**src/rtl/asid_tlb.sv**
```systemverilog
module asid_tlb #(
  parameter int NWAYS     = 4,
  parameter int SETS      = 4,
  parameter int VA_W      = 32,
  parameter int PA_W      = 32,
  parameter int PAGE_BITS = 12,
  localparam int WAY_W    = (NWAYS > 1) ? $clog2(NWAYS) : 1,
  localparam int VPN_W    = VA_W - PAGE_BITS,
  localparam int PPN_W    = PA_W - PAGE_BITS
) (
  input  logic             clk,
  input  logic             rst_n,
  input  logic             wr_en,
  input  logic [WAY_W-1:0] wr_way,
  input  logic [VPN_W-1:0] wr_vpn,
  input  logic [PPN_W-1:0] wr_ppn,
  input  logic [7:0]       wr_asid,
  input  logic [3:0]       wr_attr,
  input  logic             ring_we,
  input  logic [31:0]      ring_wdata,
  input  logic             refill_step,
  output logic [1:0]       refill_way,
  input  logic             req_valid,
  input  logic [VA_W-1:0]  req_vaddr,
  input  logic [1:0]       req_kind,
  input  logic [1:0]       req_priv,
  output logic             rsp_valid,
  output logic             rsp_fault,
  output logic [5:0]       rsp_cause,
  output logic [PA_W-1:0]  rsp_paddr,
  output logic [1:0]       rsp_ring,
  output logic             rsp_rd,
  output logic             rsp_wr,
  output logic             rsp_ex,
  output logic [2:0]       rsp_cache
);

  localparam int IDX_W = (SETS > 1) ? $clog2(SETS) : 1;

  localparam logic [5:0] C_OK        = 6'd0;
  localparam logic [5:0] C_I_MISS    = 6'd16;
  localparam logic [5:0] C_I_MULTI   = 6'd17;
  localparam logic [5:0] C_I_PRIV    = 6'd18;
  localparam logic [5:0] C_I_PROHIB  = 6'd20;
  localparam logic [5:0] C_D_MISS    = 6'd24;
  localparam logic [5:0] C_D_MULTI   = 6'd25;
  localparam logic [5:0] C_D_PRIV    = 6'd26;
  localparam logic [5:0] C_LD_PROHIB = 6'd28;
  localparam logic [5:0] C_ST_PROHIB = 6'd29;

  localparam logic [2:0] CM_NONE   = 3'd0;
  localparam logic [2:0] CM_BYPASS = 3'd1;
  localparam logic [2:0] CM_WB     = 3'd2;
  localparam logic [2:0] CM_WT     = 3'd3;
  localparam logic [2:0] CM_ISO    = 3'd4;

  logic [VPN_W-1:0] e_vpn  [NWAYS][SETS];
  logic [PPN_W-1:0] e_ppn  [NWAYS][SETS];
  logic [7:0]       e_asid [NWAYS][SETS];
  logic [3:0]       e_attr [NWAYS][SETS];

  logic [31:0] ring_reg;
  logic [1:0]  refill_cnt;

  logic [IDX_W-1:0] wr_idx;
  assign wr_idx = wr_vpn[IDX_W-1:0];

  always_ff @(posedge clk) begin
    if (!rst_n) begin
      for (int w = 0; w < NWAYS; w++)
        for (int s = 0; s < SETS; s++) begin
          e_vpn[w][s]  <= '0;
          e_ppn[w][s]  <= '0;
          e_asid[w][s] <= 8'd0;
          e_attr[w][s] <= 4'd0;
        end
    end else if (wr_en && (int'(wr_way) < NWAYS)) begin
      e_vpn[wr_way][wr_idx]  <= wr_vpn;
      e_ppn[wr_way][wr_idx]  <= wr_ppn;
      e_asid[wr_way][wr_idx] <= wr_asid;
      e_attr[wr_way][wr_idx] <= wr_attr;
    end
  end

  always_ff @(posedge clk) begin
    if (!rst_n) begin
      ring_reg   <= 32'h0403_0201;
      refill_cnt <= 2'd0;
    end else begin
      if (ring_we)     ring_reg   <= ring_wdata;
      if (refill_step) refill_cnt <= refill_cnt + 2'd1;
    end
  end

  assign refill_way = refill_cnt;

  logic [VPN_W-1:0] q_vpn;
  logic [IDX_W-1:0] q_idx;
  logic             q_fetch, q_store;
  assign q_vpn   = req_vaddr[VA_W-1:PAGE_BITS];
  assign q_idx   = q_vpn[IDX_W-1:0];
  assign q_fetch = (req_kind == 2'd2);
  assign q_store = (req_kind == 2'd1);

  logic [NWAYS-1:0] hit_vec;
  for (genvar w = 0; w < NWAYS; w++) begin : g_way_cmp
    assign hit_vec[w] = (e_vpn[w][q_idx] == q_vpn) && (e_asid[w][q_idx] != 8'd0);
  end

  logic [WAY_W-1:0] sel_way;
  always_comb begin
    sel_way = '0;
    for (int w = NWAYS - 1; w >= 0; w--)
      if (hit_vec[w]) sel_way = WAY_W'(w);
  end

  logic [7:0]       sel_asid;
  logic [3:0]       sel_attr;
  logic [PPN_W-1:0] sel_ppn;
  assign sel_asid = e_asid[sel_way][q_idx];
  assign sel_attr = e_attr[sel_way][q_idx];
  assign sel_ppn  = e_ppn[sel_way][q_idx];

  logic [1:0] ring;
  logic       ring_ok;
  always_comb begin
    ring    = 2'd0;
    ring_ok = 1'b0;
    for (int k = 3; k >= 0; k--)
      if (ring_reg[8*k +: 8] == sel_asid) begin
        ring    = 2'(k);
        ring_ok = 1'b1;
      end
  end

  logic       a_rd, a_wr, a_ex;
  logic [2:0] a_cache;
  always_comb begin
    a_rd = 1'b0; a_wr = 1'b0; a_ex = 1'b0; a_cache = CM_NONE;
    if (sel_attr < 4'd12) begin
      a_rd = 1'b1;
      a_ex = sel_attr[0];
      a_wr = sel_attr[1];
      case (sel_attr[3:2])
        2'd0:    a_cache = CM_BYPASS;
        2'd1:    a_cache = CM_WB;
        default: a_cache = CM_WT;
      endcase
    end else if (sel_attr == 4'd13) begin
      a_rd = 1'b1; a_wr = 1'b1; a_cache = CM_ISO;
    end
  end

  logic m_rd, m_wr, m_ex, grant;
  assign m_rd  = a_rd && !q_fetch;
  assign m_wr  = a_wr && !q_fetch;
  assign m_ex  = a_ex && q_fetch;
  assign grant = q_fetch ? m_ex : (q_store ? m_wr : m_rd);

  logic [5:0] n_cause;
  always_comb begin
    if (hit_vec == '0)
      n_cause = q_fetch ? C_I_MISS : C_D_MISS;
    else if ($countones(hit_vec) > 1)
      n_cause = q_fetch ? C_I_MULTI : C_D_MULTI;
    else if (!ring_ok || (ring < req_priv))
      n_cause = q_fetch ? C_I_PRIV : C_D_PRIV;
    else if (!grant)
      n_cause = q_fetch ? C_I_PROHIB : (q_store ? C_ST_PROHIB : C_LD_PROHIB);
    else
      n_cause = C_OK;
  end

  logic n_ok;
  assign n_ok = (n_cause == C_OK);

  always_ff @(posedge clk) begin
    if (!rst_n) begin
      rsp_valid <= 1'b0;
      rsp_fault <= 1'b0;
      rsp_cause <= C_OK;
      rsp_paddr <= '0;
      rsp_ring  <= 2'd0;
      rsp_rd    <= 1'b0;
      rsp_wr    <= 1'b0;
      rsp_ex    <= 1'b0;
      rsp_cache <= CM_NONE;
    end else begin
      rsp_valid <= req_valid;
      if (req_valid) begin
        rsp_fault <= !n_ok;
        rsp_cause <= n_cause;
        rsp_paddr <= n_ok ? {sel_ppn, req_vaddr[PAGE_BITS-1:0]} : '0;
        rsp_ring  <= ring;
        rsp_rd    <= n_ok && m_rd;
        rsp_wr    <= n_ok && m_wr;
        rsp_ex    <= n_ok && m_ex;
        rsp_cache <= n_ok ? a_cache : CM_NONE;
      end
    end
  end

  a_r2_rsp_after_req: assert property (@(posedge clk) disable iff (!rst_n)
    req_valid |=> rsp_valid);
  a_r2_no_spurious_rsp: assert property (@(posedge clk) disable iff (!rst_n)
    !req_valid |=> !rsp_valid);
  a_r10_offset_passes: assert property (@(posedge clk) disable iff (!rst_n)
    req_valid |=> (rsp_fault || rsp_paddr[PAGE_BITS-1:0] == $past(req_vaddr[PAGE_BITS-1:0])));
  a_r9_fetch_no_rw: assert property (@(posedge clk) disable iff (!rst_n)
    (req_valid && req_kind == 2'd2) |=> (!rsp_rd && !rsp_wr));
  a_r9_data_no_ex: assert property (@(posedge clk) disable iff (!rst_n)
    (req_valid && req_kind != 2'd2) |=> !rsp_ex);
  a_r10_fault_clears_rights: assert property (@(posedge clk) disable iff (!rst_n)
    (rsp_valid && rsp_fault) |-> (rsp_paddr == '0 && !rsp_rd && !rsp_wr && !rsp_ex));
  a_r11_refill_steps: assert property (@(posedge clk) disable iff (!rst_n)
    refill_step |=> (refill_way == $past(refill_way) + 2'd1));
  a_r11_refill_holds: assert property (@(posedge clk) disable iff (!rst_n)
    !refill_step |=> $stable(refill_way));

endmodule

```
**config.mk**
```make
export PLATFORM = sky130hd
export DESIGN_NAME = asid_tlb
export DESIGN_NICKNAME = d
export VERILOG_FILES = /design/src/rtl/asid_tlb.sv
export SDC_FILE = /design/constraint.sdc
export NUM_CORES = 2
export LEC_CHECK = 0
export CORE_AREA = 8 8 362 364
export CTS_CLUSTER_DIAMETER = 40
export CTS_CLUSTER_SIZE = 10
export DETAILED_ROUTE_END_ITERATION = 10
export DIE_AREA = 0 0 370 372
export DONT_BUFFER_PORTS = 1
export PLACE_DENSITY = 0.48
export SYNTH_ARGS = -nofsm -noshare
export SYNTH_HDL_FRONTEND = slang
export SYNTH_SLANG_ARGS = --single-unit
```
**constraint.sdc**
```tcl
create_clock -name clk -period 7.45 [get_ports clk]
set_clock_uncertainty 0.2 [all_clocks]
set_input_delay 0.3725 -clock clk [delete_from_list [all_inputs] [get_ports clk]]
set_output_delay 0.3725 -clock clk [all_outputs]
set_load 0.1 [all_outputs]
```
# --- Yosys cells after proc, flatten, opt, wreduce, memory -nomap -nowiden ---
# Memory sizes are Yosys's and may differ from the RTL's.
# Cells that the tools add are included.
# Widths: inputs -> output; s select.
totals:
  mem_count: 4
  word_cells: 154
  inputBits: 128
  out_inout_bits: 50
  ram_bits: 832
  register_bits: 82
classes:
  n_mux: 89
  reduce_logical: 26
  n_eq_ne: 12
  bitwise: 2
  n_addsub: 4
  magnitude_cmp: 6
mem_list:
  columns: ["memory", "depth", "word_bits", "read_ports", "rd_ports_with_merged_regs", "write_ports", "line", "text"]
  rows:
  - ["e_ppn", 4, 80, 1, 0, 4, "58", "logic [PPN_W-1:0] e_ppn [NWAYS][SETS];"]
  - ["e_vpn", 4, 80, 4, 0, 4, "57", "logic [VPN_W-1:0] e_vpn [NWAYS][SETS];"]
  - ["e_asid", 4, 32, 5, 0, 4, "59", "logic [7:0] e_asid [NWAYS][SETS];"]
  - ["e_attr", 4, 16, 1, 0, 4, "60", "logic [3:0] e_attr [NWAYS][SETS];"]
ops:
  columns: ["cell", "n"]
  rows:
  - ["$mux 80", 5]
  - ["$mux 20", 11]
  - ["$bmux 20 s2", 5]
  - ["$reduce_or 80->1", 2]
  - ["$mux 32", 4]
  - ["$mux 8", 11]
  - ["$bmux 8 s2", 5]
  - ["$eq 20x20->1", 4]
  - ["$mux 16", 3]
  - ["$demux 20 s2", 1]
  - ["$eq 8x8->1", 4]
  - ["$reduce_bool 8->1", 4]
  - ["$reduce_or 32->1", 1]
  - ["$mux 4", 7]
  - ["$mux 2", 12]
  - ["$mux 5", 4]
  - ["$demux 8 s2", 1]
  - ["$reduce_or 16->1", 1]
  - ["$mux 1", 14]
  - ["$logic_and 1x1->1", 11]
  - ["$mux 3", 3]
  - ["$bmux 4 s2", 1]
  - ["$demux 4 s2", 1]
  - ["$ge 3x3->1 const B", 2]
  - ["other kinds (17)", 22]

# --- Depth between registers and ports, before layout ---
# An unclocked memory read counts as a cell.
depth:
  word_depth: 26
  ltp_mapped: 31
  ltp_nobuf: 20

# --- Worst setup path after synthesis ---
# No wires, ideal clock.
synth_timing:
  kind: "input to register"
  start: "in req_vaddr[13]"
  end: "reg rsp_paddr[21]"
  path_slack_ns: 1.183
  arrival_time_ns: 5.931
  required_ns: 7.115
  cell_stages: 24
  path_cell_list: "buf_6 -> buf_6 -> mux2i_1 -> o32ai_1 -> or4_1 -> a2111oi_0 -> nand4_1 -> buf_2 -> buf_2 -> a21o_1 -> nand2_1 -> clkbuf_1 -> clkbuf_1 -> clkbuf_1 -> mux2i_1 -> a21oi_1 -> a211oi_1 -> a21o_1 -> inv_1 -> ha_1 -> or4b_2 -> nand3_1 -> clkbuf_1 -> o31ai_2"
synth_via:
  elab_chain_cells: 26
  word_cells_on_any_way: 90
  classes_between: "add/sub (3); order compare (3); eq/ne (9); mux (56); bitwise (1); reduce/logical (15); memory (3)"
synth_rtl:
  columns: ["item", "line", "text"]
  rows:
  - ["start: declaration", "24", "input logic [VA_W-1:0] req_vaddr,"]
  - ["$not 2->3 (not written as such)", null, null]
  - ["$bmux 20 s2 or $bmux 8 s2 (tied branches)", "107", "assign hit_vec[w] = (e_vpn[w][q_idx] == q_vpn) && (e_asid[w][q_idx] != 8'd0);"]
  - ["$mux 20 (not written as such) or $mux 8 (tied branches) (2 in a row)", "107", null]
  - ["$eq 20x20->1 or $reduce_bool 8->1 (tied branches)", "107", null]
  - ["$logic_and 1x1->1", "107", null]
  - ["$mux 2 (4 in a row)", "114", "if (hit_vec[w]) sel_way = WAY_W'(w);"]
  - ["$mem_v2 4x32 or $mem_v2 4x16 (tied branches)", null, null]
  - ["$bmux 8 s2 or $bmux 4 s2 (tied branches)", "120, 121", null]
  - ["[3 not listed]", null, null]
  - ["$mux 2 (tied with other cells) (4 in a row)", "130", "if (ring_reg[8*k +: 8] == sel_asid) begin"]
  - ["$lt 2x2->1 (tied with other cells)", "166", "else if (!ring_ok || (ring < req_priv))"]
  - ["$logic_or 1x1->1 or $mux 5 (tied branches)", "166, 168", null]
  - ["$mux 5", "166", null]
  - ["$mux 5", "164", "else if ($countones(hit_vec) > 1)"]
  - ["$mux 5", "162", "if (hit_vec == '0)"]
  - ["$logic_not 6->1", "175", "assign n_ok = (n_cause == C_OK);"]
  - ["$mux 32 *", "193", "rsp_paddr <= n_ok ? {sel_ppn, req_vaddr[PAGE_BITS-1:0]} : '0;"]
  - ["end signal: assignment", "193", null]
  - ["end: declaration", "30", "output logic [PA_W-1:0] rsp_paddr,"]
# Every way passes the cells marked *; elsewhere a longest branch is shown, timed or not. The select of a mux whose other input is x is not followed.
# A chain may end at the register's enable or synchronous reset.

==> flow_metrics.py <==
metrics = {
    "grt": {
        "grt_first_pass_wirelength_mm": 210,
        "grtUsageMet2_pct": 32.5,
        "groute.usage.overall_pct": 21.0,
        "antenna_found_initial": 21,
        "first_global_vias": 29000,
        "grt_overflow_total": 0,
        "grt_most_used_layer": "met2",
        "grtUsageMet3_pct": 4.79,
        "globalRouteMet1Util_pct": 28.9,
        "largest_net_degree_at_the_start_of_global_routing": 191,
    },
    "synthesis": {
        "synth.mux.area_fraction_pct": 6.73,
        "yosysUniqueCellTypes": 88,
        "async_flop_share_pct": 0,
        "yosys-top-cells-area": "edfxtp_1, and2_1, mux4_2",
        "cell_taking_the_most_area_after_synthesis": "edfxtp_1",
        "dominant_combinational_cell_family_by_area_after_synthesis": "simple AND/OR/NAND/NOR gates",
        "synthMostInstantiatedCell": "edfxtp_1",
        "ys.flop_type": "edfxtp_1",
        "sequential_element_share_of_the_synthesized_area_pct": 61.2,
        "post_synth_and_or_nand_nor_area_fraction_pct": 19.3,
        "yosys.area.top_type_share_pct": 57.4,
        "post_synth.cell_area_avg_sq_um": 12.7,
        "post_synth_xor_area_fraction_pct": 1.99,
        "synth.ff_latch_count": 913,
        "yosysWarningCount": 0,
        "synth_edf_count": 832,
        "synthesis.instances": 3413,
        "yosys-top-cells-count": "edfxtp_1, and2_1, nand2_1, clkbuf_1",
        "synthAdderAreaFrac_pct": 0.161,
        "syn-cell-area_sq_um": 43500,
        "synth_compound_area_share_pct": 7.28,
    },
    "clock_network": {
        "clk_transition_reported_paths_ns": 0.05,
        "cts_tree": "yes",
        "clock_sinks": 913,
        "clock_insertion_delay_worst_skew_ns": 0.76,
        "buffers_from_clock_root_to_sink_at_most": 3,
        "cts_root_buffer": "clkbuf_16",
        "ctsHtreeMaxLevel": 4,
        "tritoncts.num_buffers": 148,
        "post_cts.repair.setup_buffers": 0,
    },
    "placed_design": {
        "dpl.hpwl_mm": 81.6,
        "port-buffer-count": 0,
        "placer_congestion": 0.878,
    },
    "routing": {
        "drt-total-wl_mm": 146,
        "per_cell_routed_wire_length_microns": 27.5,
        "ant_nets": 0,
        "routed_via_count": 28600,
        "drcViolationCount": 0,
        "dr.first_iter.drc_count": 3237,
        "post_drt_via_cell_ratio": 5.39,
        "pre_antenna_drt_iters": 6,
    },
    "sta": {
        "maxSlewHeadroom_pct": 21.9,
        "final-setup-viol-count": 0,
        "final_period_minus_worst_setup_slack_ns": 7.21,
        "rsz0062_at_grt": "no",
        "slew_viol_final": 0,
        "fin_crit_sh_pct": 96.8,
        "highest_attainable_clock_frequency_mhz": 139,
        "timing_worst_slew_pin_value_ns": 1.17,
        "timing_hold_violations_final": 0,
        "setup_total_negative_slack_ns": 0,
        "fin_worst_hold_slack_ns": 0.0503,
    },
    "power_and_ir_drop": {
        "power_frac_comb_pct": 6.4,
        "power.static_leakage_nw": 18.2,
        "clockPowerShare_pct": 50.2,
        "switchingPower_w": 0.00320,
        "power_density_nw_per_um2": 266,
        "p_int_w": 0.0106,
        "swShare_pct": 23.2,
        "irDropWorstVdd_mv": 0.184,
        "power.share.sequential_pct": 43.4,
    },
    "finish": {
        "area_growth_pct": 19.5,
        "leading_registers_by_flop_count": "e_ppn: 320 flops, e_vpn: 320 flops, e_asid: 128 flops",
        "layout-drive-gt1-share_pct": 14.3,
        "finish.net_count": 3659,
    },
    "worst_setup_path": {
        "data_arrival_time_of_the_worst_path_ns": 7.65,
        "crit_path_start_kind": "register",
        "wp_data_required_ns": 7.89,
        "critical_path_sink_type": "register",
        "path_max_fanout": 36,
        "timing_worst_setup_path_type": "reg2reg",
    },
    "floorplanning": {
        "design.die.area_sq_um": 138000,
        "top_level_ports": 178,
        "die_height_microns": 372,
        "start_util_pct": 34.8,
        "floorplan.core_area_sq_um": 125000,
        "std_cell_rows": 130,
        "die_w_microns": 370,
    },
    "hold_path": {
        "hold_path_class": "in2reg",
    },
    "status": {
        "outcome": "completed",
    },
    "run": {
        "cap_viol_max_count": 0,
    },
}
-- layout by cell type (no fill, tap or decap), types with 33 or more instances in the layout --
cell	Yosys	routed
nand2_1	306	305
mux4_2	101	101
edfxtp_1	832	832
mux2i_1	62	62
clkbuf_16	0	154
nor3_1	45	41
nor2b_1	34	33
a211oi_1	54	54
xnor2_1	62	62
nor4_1	77	76
a311oi_1	42	42
dfxtp_1	81	81
and3_1	52	51
xor2_1	37	37
nor2_1	62	49
and2_1	809	809
buf_4	22	92
dlygate4sd3_1	0	154
a21oi_1	101	101
-- metal layers --
metal | share of wire (%) | wire, microns | up-vias
met2 | 45 | 65700 | 1141
li1 | - | - | 12700
met4 | 3.3 | 4850 | 8
met1 | 44 | 64800 | 14400
met5 | 0.034 | 49 | -
met3 | 7.4 | 10800 | 260
-- stage by stage --
stage	cells	utilization (%)	worst slack (ns)	area [sq um]	power, W
2_1_floorplan	3429	-	1.18	43600	0.00661
3_3_place_gp	4869	36.3	-0.0876	45300	0.00683
3_5_place_dp	4869	36.3	0.0452	45300	0.00683
4_1_cts	5297	41.6	0.0633	51900	0.0139
5_1_grt	5298	41.6	0.00344	52000	0.0142
6_report	5304	41.6	0.240	52000	0.0138
-- worst max-delay path, stage by stage (launching register included) --
cell,delay (ns)
edfxtp_1,0.38
mux4_2,0.49
xnor2_1,0.55
nand4_1,0.26
nor4_2,0.46
and3_4,0.57
buf_4,0.27
a21oi_1,0.05
a221oi_1,0.61
o22ai_1,0.18
o31ai_2,0.35
and2_0,0.32
xor2_1,0.13
and4_1,0.24
a211oi_1,0.34
ha_1,0.24
nor2b_1,0.05
and4b_1,0.20
a31oi_4,0.22
o22a_1,0.30
a21oi_1,0.09
dlygate4sd3_1,0.56
-- repair_timing --
action                                  in CTS  in global routing
resized for setup                            0                  3
endpoints found under the setup margin       0                 42
hold buffers                               157                  0
hold endpoints to repair                  1122                  0
-- power groups by stage --
| stage | logic (W) | clock network (W) | registers, W |
|---|---|---|---|
| final | 0.000883 | 0.00694 | 0.00601 |
| after global routing | 0.000939 | 0.00728 | 0.00603 |
| after CTS | 0.000885 | 0.00705 | 0.00601 |
| after detailed placement | 0.000729 | 0 | 0.00610 |
| after global placement | 0.000728 | 0 | 0.00610 |
| after floorplan | 0.000534 | 0 | 0.00608 |
-- cell families after synthesis --
family	count (synthesis)
other cells	1
mux	166
xor+xnor	99
buf+inv	334
compound gates	417
simple gates	1478
fa+ha+maj	5
flops	913
-- worst paths after layout --
| check | startpoint | end | slack [ns] | cells past startpoint |
|---|---|---|---|---|
| hold reg to reg | e_ppn[2][14] | rsp_paddr[26] | 0.67 | 6 |
| hold / removal | rst_n | ring_reg[17] | 0.05 | 2 |
| setup / recovery | e_vpn[1][2] | rsp_cause[4] | 0.24 | 21 |
| setup reg to reg | e_vpn[1][2] | rsp_cause[4] | 0.24 | 21 |
-- final cells by class --
type / instances / area, sq um
antenna: 7 / 17.5
clock buffer: 182 / 4010
clock inverter: 89 / 981
fill: 11500 / 72900
inverter: 29 / 109
multi-input combinational: 2182 / 15800
sequential: 913 / 26600
tap: 1650 / 2060
timing repair buffer: 252 / 2360
No activity file was read; power rests on OpenSTA's default activity.
